File: config.mk
export PLATFORM = sky130hd
export DESIGN_NAME = nic_irq_aggr
export DESIGN_NICKNAME = d
export VERILOG_FILES = /design/src/rtl/nic_irq_pkg.sv /design/src/rtl/nic_irq_pktcnt.sv /design/src/rtl/nic_irq_phy.sv /design/src/rtl/nic_irq_flags.sv /design/src/rtl/nic_irq_aggr.sv
export SDC_FILE = /design/constraint.sdc
export NUM_CORES = 1
export LEC_CHECK = 0
export BUFFER_PORTS_ARGS = -buffer_cell sky130_fd_sc_hd__buf_2
export CAP_MARGIN = 15
export CORE_MARGIN = 5
export CORE_UTILIZATION = 55
export CTS_CLUSTER_DIAMETER = 200
export DETAILED_ROUTE_END_ITERATION = 16
export HOLD_SLACK_MARGIN = 0.03
export PLACE_DENSITY_LB_ADDON = 0.3
export SLEW_MARGIN = 10
export SYNTH_ARGS = -nofsm -noshare
export SYNTH_HDL_FRONTEND = slang
export SYNTH_SLANG_ARGS = --single-unit
export TNS_END_PERCENT = 20
File: constraint.sdc
create_clock -name clk -period 4.52 [get_ports clk]
set_input_delay 0.904 -clock clk [delete_from_list [all_inputs] [get_ports clk]]
set_output_delay 0.904 -clock clk [all_outputs]
set_load 0.03 [all_outputs]
File: src/rtl/nic_irq_pkg.sv
package nic_irq_pkg;
  localparam int REG_W  = 16;
  localparam int FLAG_W = 8;
  localparam int ADDR_W = 3;

  typedef enum logic [ADDR_W-1:0] {
    A_ENABLE  = 3'd0,
    A_FLAGS   = 3'd1,
    A_STATUS  = 3'd2,
    A_PHY_EN  = 3'd3,
    A_PHY_FLG = 3'd4,
    A_PKT_CNT = 3'd5
  } reg_addr_e;

  // Bit positions shared by the enable and flag registers
  localparam int B_GLOBAL = 7;
  localparam int B_PKT    = 6;
  localparam int B_DMA    = 5;
  localparam int B_LINK   = 4;
  localparam int B_TXDONE = 3;
  localparam int B_TXERR  = 1;
  localparam int B_RXERR  = 0;

  // PHY register bit positions
  localparam int P_LINK   = 4;
  localparam int P_GLOBAL_EN  = 1;
  localparam int P_GLOBAL_FLG = 2;

  localparam logic [FLAG_W-1:0] ENABLE_MASK = 8'hFB;
  localparam logic [FLAG_W-1:0] CLR_MASK    = 8'h2B;
  localparam logic [REG_W-1:0]  PHY_EN_MASK = 16'h0012;
endpackage

File: src/rtl/nic_irq_pktcnt.sv
module nic_irq_pktcnt #(
  parameter int CNT_W = 8
) (
  input  logic             clk,
  input  logic             rst_n,
  input  logic             inc,
  input  logic             dec,
  output logic [CNT_W-1:0] count,
  output logic             overflow_abort
);
  localparam logic [CNT_W-1:0] CNT_MAX = {CNT_W{1'b1}};

  logic [CNT_W-1:0] cnt_q, cnt_d;
  logic             full, empty, inc_ok, dec_ok, cnt_en;

  always_comb begin
    full   = (cnt_q == CNT_MAX);
    empty  = (cnt_q == '0);
    inc_ok = inc && !full;
    dec_ok = dec && !empty;
    cnt_en = inc_ok ^ dec_ok;
    cnt_d  = inc_ok ? cnt_q + 1'b1 : cnt_q - 1'b1;
  end

  always_ff @(posedge clk or negedge rst_n) begin
    if (!rst_n)      cnt_q <= '0;
    else if (cnt_en) cnt_q <= cnt_d;
  end

  assign count          = cnt_q;
  assign overflow_abort = inc && full;
endmodule

File: src/rtl/nic_irq_phy.sv
module nic_irq_phy
  import nic_irq_pkg::*;
(
  input  logic             clk,
  input  logic             rst_n,
  input  logic             en_we,
  input  logic [REG_W-1:0] wdata,
  input  logic             flg_rd,
  input  logic             link_chg,
  output logic [REG_W-1:0] phy_en,
  output logic [REG_W-1:0] phy_flg,
  output logic             global_set
);
  logic [REG_W-1:0] en_q, en_d;
  logic             lnk_q, lnk_d, glb_q, glb_d, flg_en;

  always_comb begin
    en_d       = wdata & PHY_EN_MASK;
    global_set = link_chg && en_q[P_LINK] && en_q[P_GLOBAL_EN];
    lnk_d      = link_chg   || (lnk_q && !flg_rd);
    glb_d      = global_set || (glb_q && !flg_rd);
    flg_en     = flg_rd || link_chg;
  end

  always_ff @(posedge clk or negedge rst_n) begin
    if (!rst_n)     en_q <= '0;
    else if (en_we) en_q <= en_d;
  end

  always_ff @(posedge clk or negedge rst_n) begin
    if (!rst_n) begin
      lnk_q <= 1'b0;
      glb_q <= 1'b0;
    end else if (flg_en) begin
      lnk_q <= lnk_d;
      glb_q <= glb_d;
    end
  end

  always_comb begin
    phy_en               = en_q;
    phy_flg              = '0;
    phy_flg[P_LINK]      = lnk_q;
    phy_flg[P_GLOBAL_FLG] = glb_q;
  end
endmodule

File: src/rtl/nic_irq_flags.sv
module nic_irq_flags
  import nic_irq_pkg::*;
(
  input  logic              clk,
  input  logic              rst_n,
  input  logic              clr_we,
  input  logic [FLAG_W-1:0] clr_data,
  input  logic [FLAG_W-1:0] hw_set,
  input  logic              link_set,
  input  logic              phy_rd,
  input  logic              pkt_pending,
  output logic [FLAG_W-1:0] flags
);
  logic [FLAG_W-1:0] clr_q, clr_d, clr_vec;
  logic              link_q, link_d, link_en;

  always_comb begin
    clr_vec = clr_we ? (clr_data & CLR_MASK) : '0;
    clr_d   = ((clr_q & ~clr_vec) | hw_set) & CLR_MASK;
    link_d  = link_set || (link_q && !phy_rd);
    link_en = link_set || phy_rd;
  end

  always_ff @(posedge clk or negedge rst_n) begin
    if (!rst_n) clr_q <= '0;
    else        clr_q <= clr_d;
  end

  always_ff @(posedge clk or negedge rst_n) begin
    if (!rst_n)       link_q <= 1'b0;
    else if (link_en) link_q <= link_d;
  end

  always_comb begin
    flags         = clr_q;
    flags[B_LINK] = link_q;
    flags[B_PKT]  = pkt_pending;
  end
endmodule

File: src/rtl/nic_irq_aggr.sv
module nic_irq_aggr
  import nic_irq_pkg::*;
#(
  parameter int CNT_W = 8
) (
  input  logic        clk,
  input  logic        rst_n,
  input  logic        reg_wr,
  input  logic        reg_rd,
  input  logic [2:0]  reg_addr,
  input  logic [15:0] reg_wdata,
  output logic [15:0] reg_rdata,
  input  logic        ev_rx_nospace,
  input  logic        ev_pkt_rcvd,
  input  logic        ev_pkt_dec,
  input  logic        ev_tx_err,
  input  logic        ev_tx_done,
  input  logic        ev_dma_done,
  input  logic        ev_link_chg,
  output logic        irq_n
);
  logic [FLAG_W-1:0] en_q, en_d, flags, hw_set;
  logic              en_we, clr_we, phy_en_we, phy_rd, global_set;
  logic              pend_any, abort_full;
  logic [CNT_W-1:0]  pkt_cnt;
  logic [REG_W-1:0]  phy_en, phy_flg;

  always_comb begin
    en_we     = reg_wr && (reg_addr == A_ENABLE);
    clr_we    = reg_wr && (reg_addr == A_FLAGS);
    phy_en_we = reg_wr && (reg_addr == A_PHY_EN);
    phy_rd    = reg_rd && (reg_addr == A_PHY_FLG);
    en_d      = reg_wdata[FLAG_W-1:0] & ENABLE_MASK;
  end

  always_ff @(posedge clk or negedge rst_n) begin
    if (!rst_n)     en_q <= '0;
    else if (en_we) en_q <= en_d;
  end

  nic_irq_pktcnt #(.CNT_W(CNT_W)) u_pktcnt (
    .clk            (clk),
    .rst_n          (rst_n),
    .inc            (ev_pkt_rcvd),
    .dec            (ev_pkt_dec),
    .count          (pkt_cnt),
    .overflow_abort (abort_full)
  );

  nic_irq_phy u_phy (
    .clk        (clk),
    .rst_n      (rst_n),
    .en_we      (phy_en_we),
    .wdata      (reg_wdata),
    .flg_rd     (phy_rd),
    .link_chg   (ev_link_chg),
    .phy_en     (phy_en),
    .phy_flg    (phy_flg),
    .global_set (global_set)
  );

  always_comb begin
    hw_set           = '0;
    hw_set[B_DMA]    = ev_dma_done;
    hw_set[B_TXDONE] = ev_tx_done;
    hw_set[B_TXERR]  = ev_tx_err;
    hw_set[B_RXERR]  = ev_rx_nospace || abort_full;
  end

  nic_irq_flags u_flags (
    .clk         (clk),
    .rst_n       (rst_n),
    .clr_we      (clr_we),
    .clr_data    (reg_wdata[FLAG_W-1:0]),
    .hw_set      (hw_set),
    .link_set    (global_set),
    .phy_rd      (phy_rd),
    .pkt_pending (pkt_cnt != '0),
    .flags       (flags)
  );

  always_comb begin
    pend_any = |(flags[B_GLOBAL-1:0] & en_q[B_GLOBAL-1:0]);
    irq_n    = !(en_q[B_GLOBAL] && pend_any);
  end

  always_comb begin
    reg_rdata = '0;
    unique case (reg_addr)
      A_ENABLE:  reg_rdata[FLAG_W-1:0] = en_q;
      A_FLAGS:   reg_rdata[FLAG_W-1:0] = flags;
      A_STATUS:  reg_rdata[B_GLOBAL]   = pend_any;
      A_PHY_EN:  reg_rdata             = phy_en;
      A_PHY_FLG: reg_rdata             = phy_flg;
      A_PKT_CNT: reg_rdata[CNT_W-1:0]  = pkt_cnt;
      default:   reg_rdata             = '0;
    endcase
  end
endmodule

## Word level (Yosys, flattened, before mapping)

Cells that the tools add are included.

- Muxes and demuxes: 4
- Reduce and logical (&&, ||, !) cells: 27
- $mul: 0
- Divide/modulo/power cells: 0
- Equality and inequality tests: 6
- Shifts and indexed selects: 0
- Bitwise logic cells: 5
- Add/sub/neg operators: 2
- Order comparisons: 0

Operator list:

| operator | count |
|---|---|
| 7-bit one-hot mux with 5 select lines | 1 |
| 1-bit logical AND | 13 |
| 8-bit by 1-bit adder with 8-bit output (second input constant) | 1 |
| 8-bit == test (second input constant) | 1 |
| 8-bit logical NOT | 1 |
| 8-bit 2-to-1 mux | 1 |
| 8-bit nonzero test | 1 |
| 8-bit by 1-bit subtractor with 8-bit output (second input constant) | 1 |
| 7-bit bitwise AND | 1 |
| 7-bit OR reduction | 1 |
| 6-bit bitwise AND | 1 |
| 3-bit by 2-bit == test with 1-bit output (second input constant) | 2 |
| 3-bit == test (second input constant) | 2 |
| 1-bit logical OR | 6 |
| 6-bit 2-to-1 mux | 1 |
| 6-bit NOT | 1 |
| 6-bit OR | 1 |
| 1-bit logical NOT | 4 |
| 3-bit by 1-bit == test with 1-bit output (second input constant) | 1 |
| 3-bit logical NOT | 1 |
| 1-bit one-hot mux with 3 select lines | 1 |
| 1-bit bitwise XOR | 1 |

- Bits in writable memories: 0
- Output and inout bits: 17
- Word-level logic and storage cells: 51
- Memories: 0
- ROM bits: 0
- Latch bits: 0
- Bits in registers: 24
- Bits of input ports: 30

## Longest topological paths before layout

Gate-level depths: netlist of run 1.

- Depth after elaboration: 6
- Depth in mapped cells: 8
- Depth with buffers taken out: 8

## Hierarchy

A second synthesis of run 1 with hierarchy kept.

- Cells, all modules: 207
- Area total of the unflattened synthesis: 2049.5 um2

By module, submodules not included:

| module | times used | area an instance (um2) | seq. area each (um2) | cells an instance |
|---|---|---|---|---|
| nic_irq_aggr | 1 | 818.3 | 175.2 | 86 |
| nic_irq_pktcnt | 1 | 634.4 | 200.2 | 60 |
| nic_irq_phy | 1 | 381.6 | 100.1 | 41 |
| nic_irq_flags | 1 | 215.2 | 125.1 | 20 |

## Least setup slack after synthesis of run 1

No wires, ideal clock.

- Path type: input to output
- From: input reg_addr[0]
- To: output reg_rdata[1]
- Arrival time: 2500 ps
- Slack: 1116 ps
- Buffers on the path: 2
- Stages on the path: 4
- Required time: 3616 ps
- Cell sequence: clkbuf_1 -> clkbuf_1 -> inv_1 -> o32ai_1

- Longest elaborated chain between the ends: 2
- Elaborated cells on any way between the ends: 6
- Those cells by class: 4 x eq/ne; 1 x mux; 1 x reduce/logical

Ends and longest elaborated chain:

| element | RTL line | RTL |
|---|---|---|
| from (decl) | nic_irq_aggr.sv:10 | `input logic [2:0] reg_addr,` |
| 3-bit == test, or another cell as far along | nic_irq_aggr.sv:89 | `unique case (reg_addr)` |
| 7-bit one-hot mux with 5 select lines (*) | nic_irq_aggr.sv:89 |  |
| to (decl) | nic_irq_aggr.sv:12 | `output logic [15:0] reg_rdata,` |

Every way passes the cells marked *; elsewhere a longest branch is shown, timed or not.

## Worst setup path in the final report of run 1

- From: register u_pktcnt.cnt_q[3], in the netlist u_pktcnt.count[3]
- To: output reg_rdata[7]

- Longest elaborated chain between the ends: 4

Ends and longest elaborated chain:

| element | RTL line | RTL |
|---|---|---|
| from (decl) | nic_irq_pktcnt.sv:13 | `logic [CNT_W-1:0] cnt_q, cnt_d;` |
| from (signal assigned) | nic_irq_pktcnt.sv:27 | `else if (cnt_en) cnt_q <= cnt_d;` |
| 8-bit nonzero test | nic_irq_aggr.sv:78 | `.pkt_pending (pkt_cnt != '0),` |
| 7-bit bitwise AND | nic_irq_aggr.sv:83 | `pend_any = \|(flags[B_GLOBAL-1:0] & en_q[B_GLOBAL-1:0]);` |
| 7-bit OR reduction | nic_irq_aggr.sv:83 |  |
| 1-bit one-hot mux with 3 select lines | nic_irq_aggr.sv:89 |  |

Every way passes these cells.

==> implementation parameters, run 1 <==
Parameter                              Value

Floorplanning
  DIE AREA    3980 um^2
  Initial cell density of the core    56.7%
  Number of placement rows    19
  Vertical extent of the die    63.1 um
  Core area    2730 um^2
  Count of pins on the block boundary    47
  Die Span X    63.1 um

Detailed routing
  Number of vias per cell after detailed routing    5.78
  Number of optimization iterations in the first detailed-route pass    6
  Number of violations reported at the end of detailed-routing iteration 0    51
  WL/cell    15.5 um
  Final wirelength    3190 um
  Antenna violation net count after detailed routing    0
  DRC violations left    0
  Vias post-DR    1,185

Layout
  Non-Filler Cell Area, Final    1700 um^2
  Filler Cells Inserted    222
  Most frequent cells in the layout    29 x buf_2, 24 x dfrtp_1, 13 x nand2_1, 11 x nor2_1, 9 x mux2_2
  Combined area of the multi-input logic cells    882 um^2
  Number of inserted diodes    0
  Layout net count    213
  Fraction of layout cells with a size suffix above 1    29.3%
  Synth-to-Final Area Change    9.44%
  Sequential standard cell area    601 um^2
  Most common library cell in the layout ignoring fill and taps    buf_2

Critical path
  Setup CP Type    reg -> out
  Critical path peak fanout    5
  Slowest stage cell, crit path    dfrtp_1
  Worst endpoint required time    3.62 ns
  Startpoint class of the critical path    flip-flop
  Reg2Reg Depth    8
  RR Endpoint    u_pktcnt.count[6]$_DFFE_PN0P_
  WP data arrival    2.10 ns
  Critical R2R Launch    u_pktcnt.count[1]$_DFFE_PN0P_
  Series of cell instances along the critical path    nor4_1, nand2_1, a21oi_1, a2111oi_0, a31o_2, buf_2
  Kind of cell adding the most delay to the critical path    simple AND/OR/NAND/NOR gates
  Critical path capture point type    output pin
  Reg2reg setup slack    1.71 ns
  CP bufs+invs    1
  CP max stage delay    0.47 ns

STA
  Setup repair after global routing missed its margin    no
  Final period util    66.5%
  Pin slew with the least headroom to its limit    0.715 ns
  Number of failing setup endpoints in the final timing report    0
  Final setup skew    0.00489 ns
  Worst slew margin    52.0%
  Time the worst path needs with I/O delays and setup    3.01 ns
  Maximum achievable frequency    333 MHz
  Hold Vio Cnt, Final    0
  Total negative slack for setup checks    0 ns
  Pins over their slew limit    0

CTS
  Total of cells resized after clock tree synthesis    0
  Clock tree from TritonCTS    yes
  Post-CTS Setup Bufs    0
  Deepest level of the CTS H-tree    1
  Number of sinks handled by clock tree synthesis    24
  Root cell of the clock tree    clkbuf_4
  Number of hold-repair buffers added at the cts stage    0
  Clock latency on the worst-skew pair    0.31 ns
  Total CTS buffers    3
  Largest buffer count on any clock path    2
  Clock slew at reported path FFs    0.13 ns

Place
  # port buffers    29
  Cell area after placement    1670 um^2
  Detail Placement HPWL    2510 um
  GPL Wtd Cong    0.749

GRT
  Via count of the first global-routing pass    1,246
  Pin count of the biggest net entering global routing    25
  Overall global routing resource usage    16.8%
  Global route overflow    0
  Wire length of the first global-routing pass    5490 um
  Initial antenna violation count    0

Status
  Result of the run    finished, final reports clean

Job
  MaxCap Viol Count    0

Hold path
  Endpoint of the worst hold path    u_phy.glb_q$_DFFE_PN0P_
  Hold path cells    2
  Hold Crit Start    u_phy.glb_q$_DFFE_PN0P_
  Class of the tightest hold or removal check    reg -> reg

Logic synthesis
  Number of storage elements in the synthesis netlist    24
  Synthesized netlist cell count    148
  Mean area per synthesized cell    10.5 um^2
  Summed instance area of the synthesized netlist    1550 um^2
  Warnings from Yosys    0
  Register area share after synthesis    38.7%
  Number of unique standard cell types used by synthesis    42

Pwr
  Leakage power of the design    0.782 nW
  Cell Pwr Density    513 nW/um^2
  Highest ir drop seen on vdd    0.360 mV
[area by class of cell]
class,count,share of cell area (%)
Multi-Input combinational cell,116,52.0
Sequential cell,24,35.4
Timing Repair Buffer,29,8.55
Tap cell,31,2.29
Clock buffer,3,1.33
Inverter,2,0.442
[synthesized netlist by cell type (all sizes together)]
master    n  area share (%)
dfrtp    24              39
mux2     15              12
nand2    13             3.1
nor2     11             2.7
buf       9             4.6
a21oi     7             2.3
a21o      6             2.9
ha        6             4.8
mux2i     6             3.9
a31oi     5             2.0
clkbuf    4            0.97
xnor2     4             2.3
nand2b    3             1.2
xor2      3             1.7
a221o     2             1.3
inv       2            0.48
nand3     2            0.65
nand4     2            0.81
nor2b     2            0.81
nor4      2            0.81
o21ai     2            0.65
a2111oi   1            0.57
a222oi    1            0.65
a22oi     1            0.48
a311oi    1            0.57
a31o      1            0.57
and2      1            0.40
and3      1            0.73
conb      1            0.24
fa        1             1.3
mux4      1             1.5
nand4b    1            0.57
nor3      1            0.65
nor3b     1            0.48
o21a      1            0.48
o22ai     1            0.40
o31ai     1            0.48
o32ai     1            0.57
or2       1            0.40
[tightest hold or removal path: cells and delay by family (launching register included)]
kind          cells  cell delay, ns
simple gates      2            0.12
flops             1            0.37
[flip-flops by register name, summed over array words and instances, names as in the netlist]
register,count
u_pktcnt.count,8
u_flags.link_q,1
u_flags.clr_q,4
u_phy.lnk_q,1
u_phy.phy_en,2
u_phy.glb_q,1
en_q,7
[metal layers]
layer  GRT usage [%]  wire (um)
met5               0          0
met1            18.8       1300
met4            6.37         40
met2            31.0       1670
met3            3.37        174
[per-stage QoR]
step	hold WS (ns)	utilization, %	power [mW]	instances	setup slack (ns)
2_1_floorplan	0.444	-	0.693	155	1.12
3_3_place_gp	0.468	61.2	0.758	202	1.53
3_5_place_dp	0.482	61.2	0.788	202	1.52
4_1_cts	0.513	62.1	0.878	205	1.52
5_1_grt	0.553	62.1	0.938	205	1.37
6_report	0.514	62.1	0.870	205	1.51
[report_power, final]
part           internal (mW)  leakage, nW  switching (mW)
Sequential             0.280        0.269          0.0810
Clock                 0.0311       0.0138          0.0605
Combinational          0.220        0.499           0.198
Total                  0.530        0.782           0.339
[cell families (layout without fill, tap and decap cells)]
family          after synthesis  after routing  share of synthesized area, %
simple gates                 41             41                          13.3
xor+xnor                      7              7                          3.95
fa+ha+maj                     7              7                          6.13
flops                        24             24                          38.7
compound gates               31             31                          13.9
buf+inv                      15             34                          6.05
mux                          22             22                          17.7
other cells                   1              8                         0.242
[worst max path at each step]
stage	cells after the start	startpoint	slack [ns]	to
after floorplan	4	reg_addr[0]	1.12	reg_rdata[1]
after global placement	5	reg_addr[0]	1.53	reg_rdata[4]
after detailed placement	5	reg_addr[0]	1.52	reg_rdata[4]
after CTS	6	u_pktcnt.count[3]$_DFFE_PN0P_	1.52	reg_rdata[7]
after global routing	6	u_pktcnt.count[3]$_DFFE_PN0P_	1.37	reg_rdata[7]
final	6	u_pktcnt.count[3]$_DFFE_PN0P_	1.51	reg_rdata[7]
Power figures use the tool's default switching activity.
==> run 2, diff against run 1 <==
- CORE_UTILIZATION: 55 -> 46
- clock period: 4.52 -> 2.7 ns (I/O delays scaled with it)
==> implementation parameters, run 2 (synthesis gave the netlist of run 1 again) <==
Parameter                              Value

STA
  Worst slew margin    62.7%
  Number of failing setup endpoints in the final timing report    0
  Final setup skew    0.00625 ns
  Hold Vio Cnt, Final    0
  Setup repair after global routing missed its margin    no
  Maximum achievable frequency    398 MHz
  Pins over their slew limit    0
  Total negative slack for setup checks    0 ns
  Pin slew with the least headroom to its limit    0.556 ns
  Time the worst path needs with I/O delays and setup    2.51 ns
  Final period util    93.1%

Floorplanning
  DIE AREA    4630 um^2
  Die Span X    68.1 um
  Vertical extent of the die    68.1 um
  Number of placement rows    21
  Core area    3310 um^2
  Count of pins on the block boundary    47
  Initial cell density of the core    46.8%

Layout
  Most common library cell in the layout ignoring fill and taps    buf_2
  Count of placed standard cells in the final layout, fillers left out    230
  Max reg flops    8
  Layout net count    223
  Synth-to-Final Area Change    16.8%
  Number of inserted diodes    0
  Most frequent cells in the layout    29 x buf_2, 24 x dfrtp_1, 13 x nand2_1, 11 x nor2_1, 10 x buf_4
  Fraction of layout cells with a size suffix above 1    35.3%

Critical path
  Series of cell instances along the critical path    buf_4, nor4_2, nand2_1, a21oi_2, a2111oi_0, a31o_2, buf_2
  Setup CP Type    reg -> out
  CP max stage delay    0.40 ns
  WP data arrival    1.97 ns
  RR Endpoint    u_pktcnt.count[6]$_DFFE_PN0P_
  CP bufs+invs    2
  Critical path capture point type    output pin
  Reg2Reg Depth    8
  Startpoint class of the critical path    flip-flop
  Critical path peak fanout    4
  Slowest stage cell, crit path    dfrtp_1
  Kind of cell adding the most delay to the critical path    compound AO/OA/AOI/OAI gates
  Reg2reg setup slack    0.37 ns
  Worst endpoint required time    2.16 ns
  Critical R2R Launch    u_pktcnt.count[7]$_DFFE_PN0P_

Hold path
  Class of the tightest hold or removal check    in -> async

Pwr
  Clock network power share    9.6%
  Switching component of the power    0.595 mW
  Leakage power of the design    0.831 nW
  Cell-internal power    0.971 mW
  Portion of total power attributed to combinational logic    56.4%
  Highest ir drop seen on vdd    0.446 mV
  Cell Pwr Density    865 nW/um^2
  Design Power    1.57 mW
  Net Sw Frac    38.0%
  Seq pwr share    34.0%

GRT
  Initial antenna violation count    0
  Pin count of the biggest net entering global routing    25
  Overall global routing resource usage    15.4%
  Wire length of the first global-routing pass    5350 um
  Global route overflow    0
  Via count of the first global-routing pass    1,173

CTS
  Clock slew at reported path FFs    0.12 ns
  Clock tree from TritonCTS    yes
  Number of sinks handled by clock tree synthesis    24
  Deepest level of the CTS H-tree    1
  Root cell of the clock tree    clkbuf_4
  Clock latency on the worst-skew pair    0.30 ns
  Largest buffer count on any clock path    2
  Total CTS buffers    3

Detailed routing
  Number of vias per cell after detailed routing    5.43
  Number of violations reported at the end of detailed-routing iteration 0    125
  Final wirelength    3340 um
  DRC violations left    0
  Number of optimization iterations in the first detailed-route pass    4
  WL/cell    14.5 um
  Vias post-DR    1,249
  Antenna violation net count after detailed routing    0

Place
  # port buffers    29
  GPL Wtd Cong    0.826
  Inst Count DP    226
  Detail Placement HPWL    2670 um

Job
  MaxCap Viol Count    0

Status
  Result of the run    finished, final reports clean
## run 2: cell types whose count changed in the layout (fill, tap and decap cells not counted)
| cell | delta |
|---|---|
| buf_4 | +10 |
| a21oi_1 | -1 |
| nor4_2 | +2 |
| o21ai_2 | +1 |
| o21ai_1 | -1 |
| a21oi_2 | +1 |
| nor4_1 | -2 |
## run 2: power groups by stage
stage,Combinational (mW),Sequential (mW),Clock [mW]
floorplan,0.591,0.569,0
global placement,0.830,0.536,0
detailed placement,0.871,0.540,0
CTS,0.873,0.532,0.156
global route,0.972,0.546,0.171
finish,0.883,0.533,0.150
## run 2: per-stage QoR
step                setup WS (ns)  hold WS (ns)  utilization, %  area (um^2)
CTS                        0.0345         0.208            53.9         1780
finish                      0.187         0.202            54.7         1810
detailed placement          0.161         0.475            53.2         1760
global placement            0.207         0.469            53.2         1760
floorplan                  0.0236         0.244               -         1580
global route               0.0522         0.227            54.7         1810
## run 2: timing repair
item	CTS	global route
setup endpoints to repair	0	2
buffers inserted	0	1
endpoints found under the hold margin	0	0
hold buffers	0	0
gates resized for setup	0	4
## run 2: layout make-up
| cell class | instances | area (um^2) |
|---|---|---|
| fillers | 319 | 1500 |
| multi-input cells | 116 | 902 |
| flip-flops and latches | 24 | 601 |
| repair buffers | 39 | 220 |
| well taps | 46 | 57.6 |
| clock buffers | 3 | 22.5 |
| inverters | 2 | 7.51 |
## run 2: metal layers
layer	GRT usage [%]	share of wire, %	up-vias	routed length [um]
li1	-	-	599	-
met1	19.7	44	607	1480
met2	26.7	49	39	1630
met3	1.64	5.4	4	181
met4	5.71	1.4	0	48
met5	0	0	-	0
## run 2: worst max-delay path by stage
stage                                   from                            end  slack [ns]  cells past startpoint
2_1_floorplan                    reg_addr[0]                   reg_rdata[1]        0.02                      4
3_3_place_gp                     ev_pkt_rcvd  u_pktcnt.count[6]$_DFFE_PN0P_        0.21                      8
3_5_place_dp   u_pktcnt.count[7]$_DFFE_PN0P_  u_pktcnt.count[6]$_DFFE_PN0P_        0.16                      8
4_1_cts        u_pktcnt.count[3]$_DFFE_PN0P_                   reg_rdata[7]        0.03                      7
5_1_grt        u_pktcnt.count[4]$_DFFE_PN0P_                   reg_rdata[7]        0.05                      7
6_report       u_pktcnt.count[3]$_DFFE_PN0P_                   reg_rdata[7]        0.19                      7
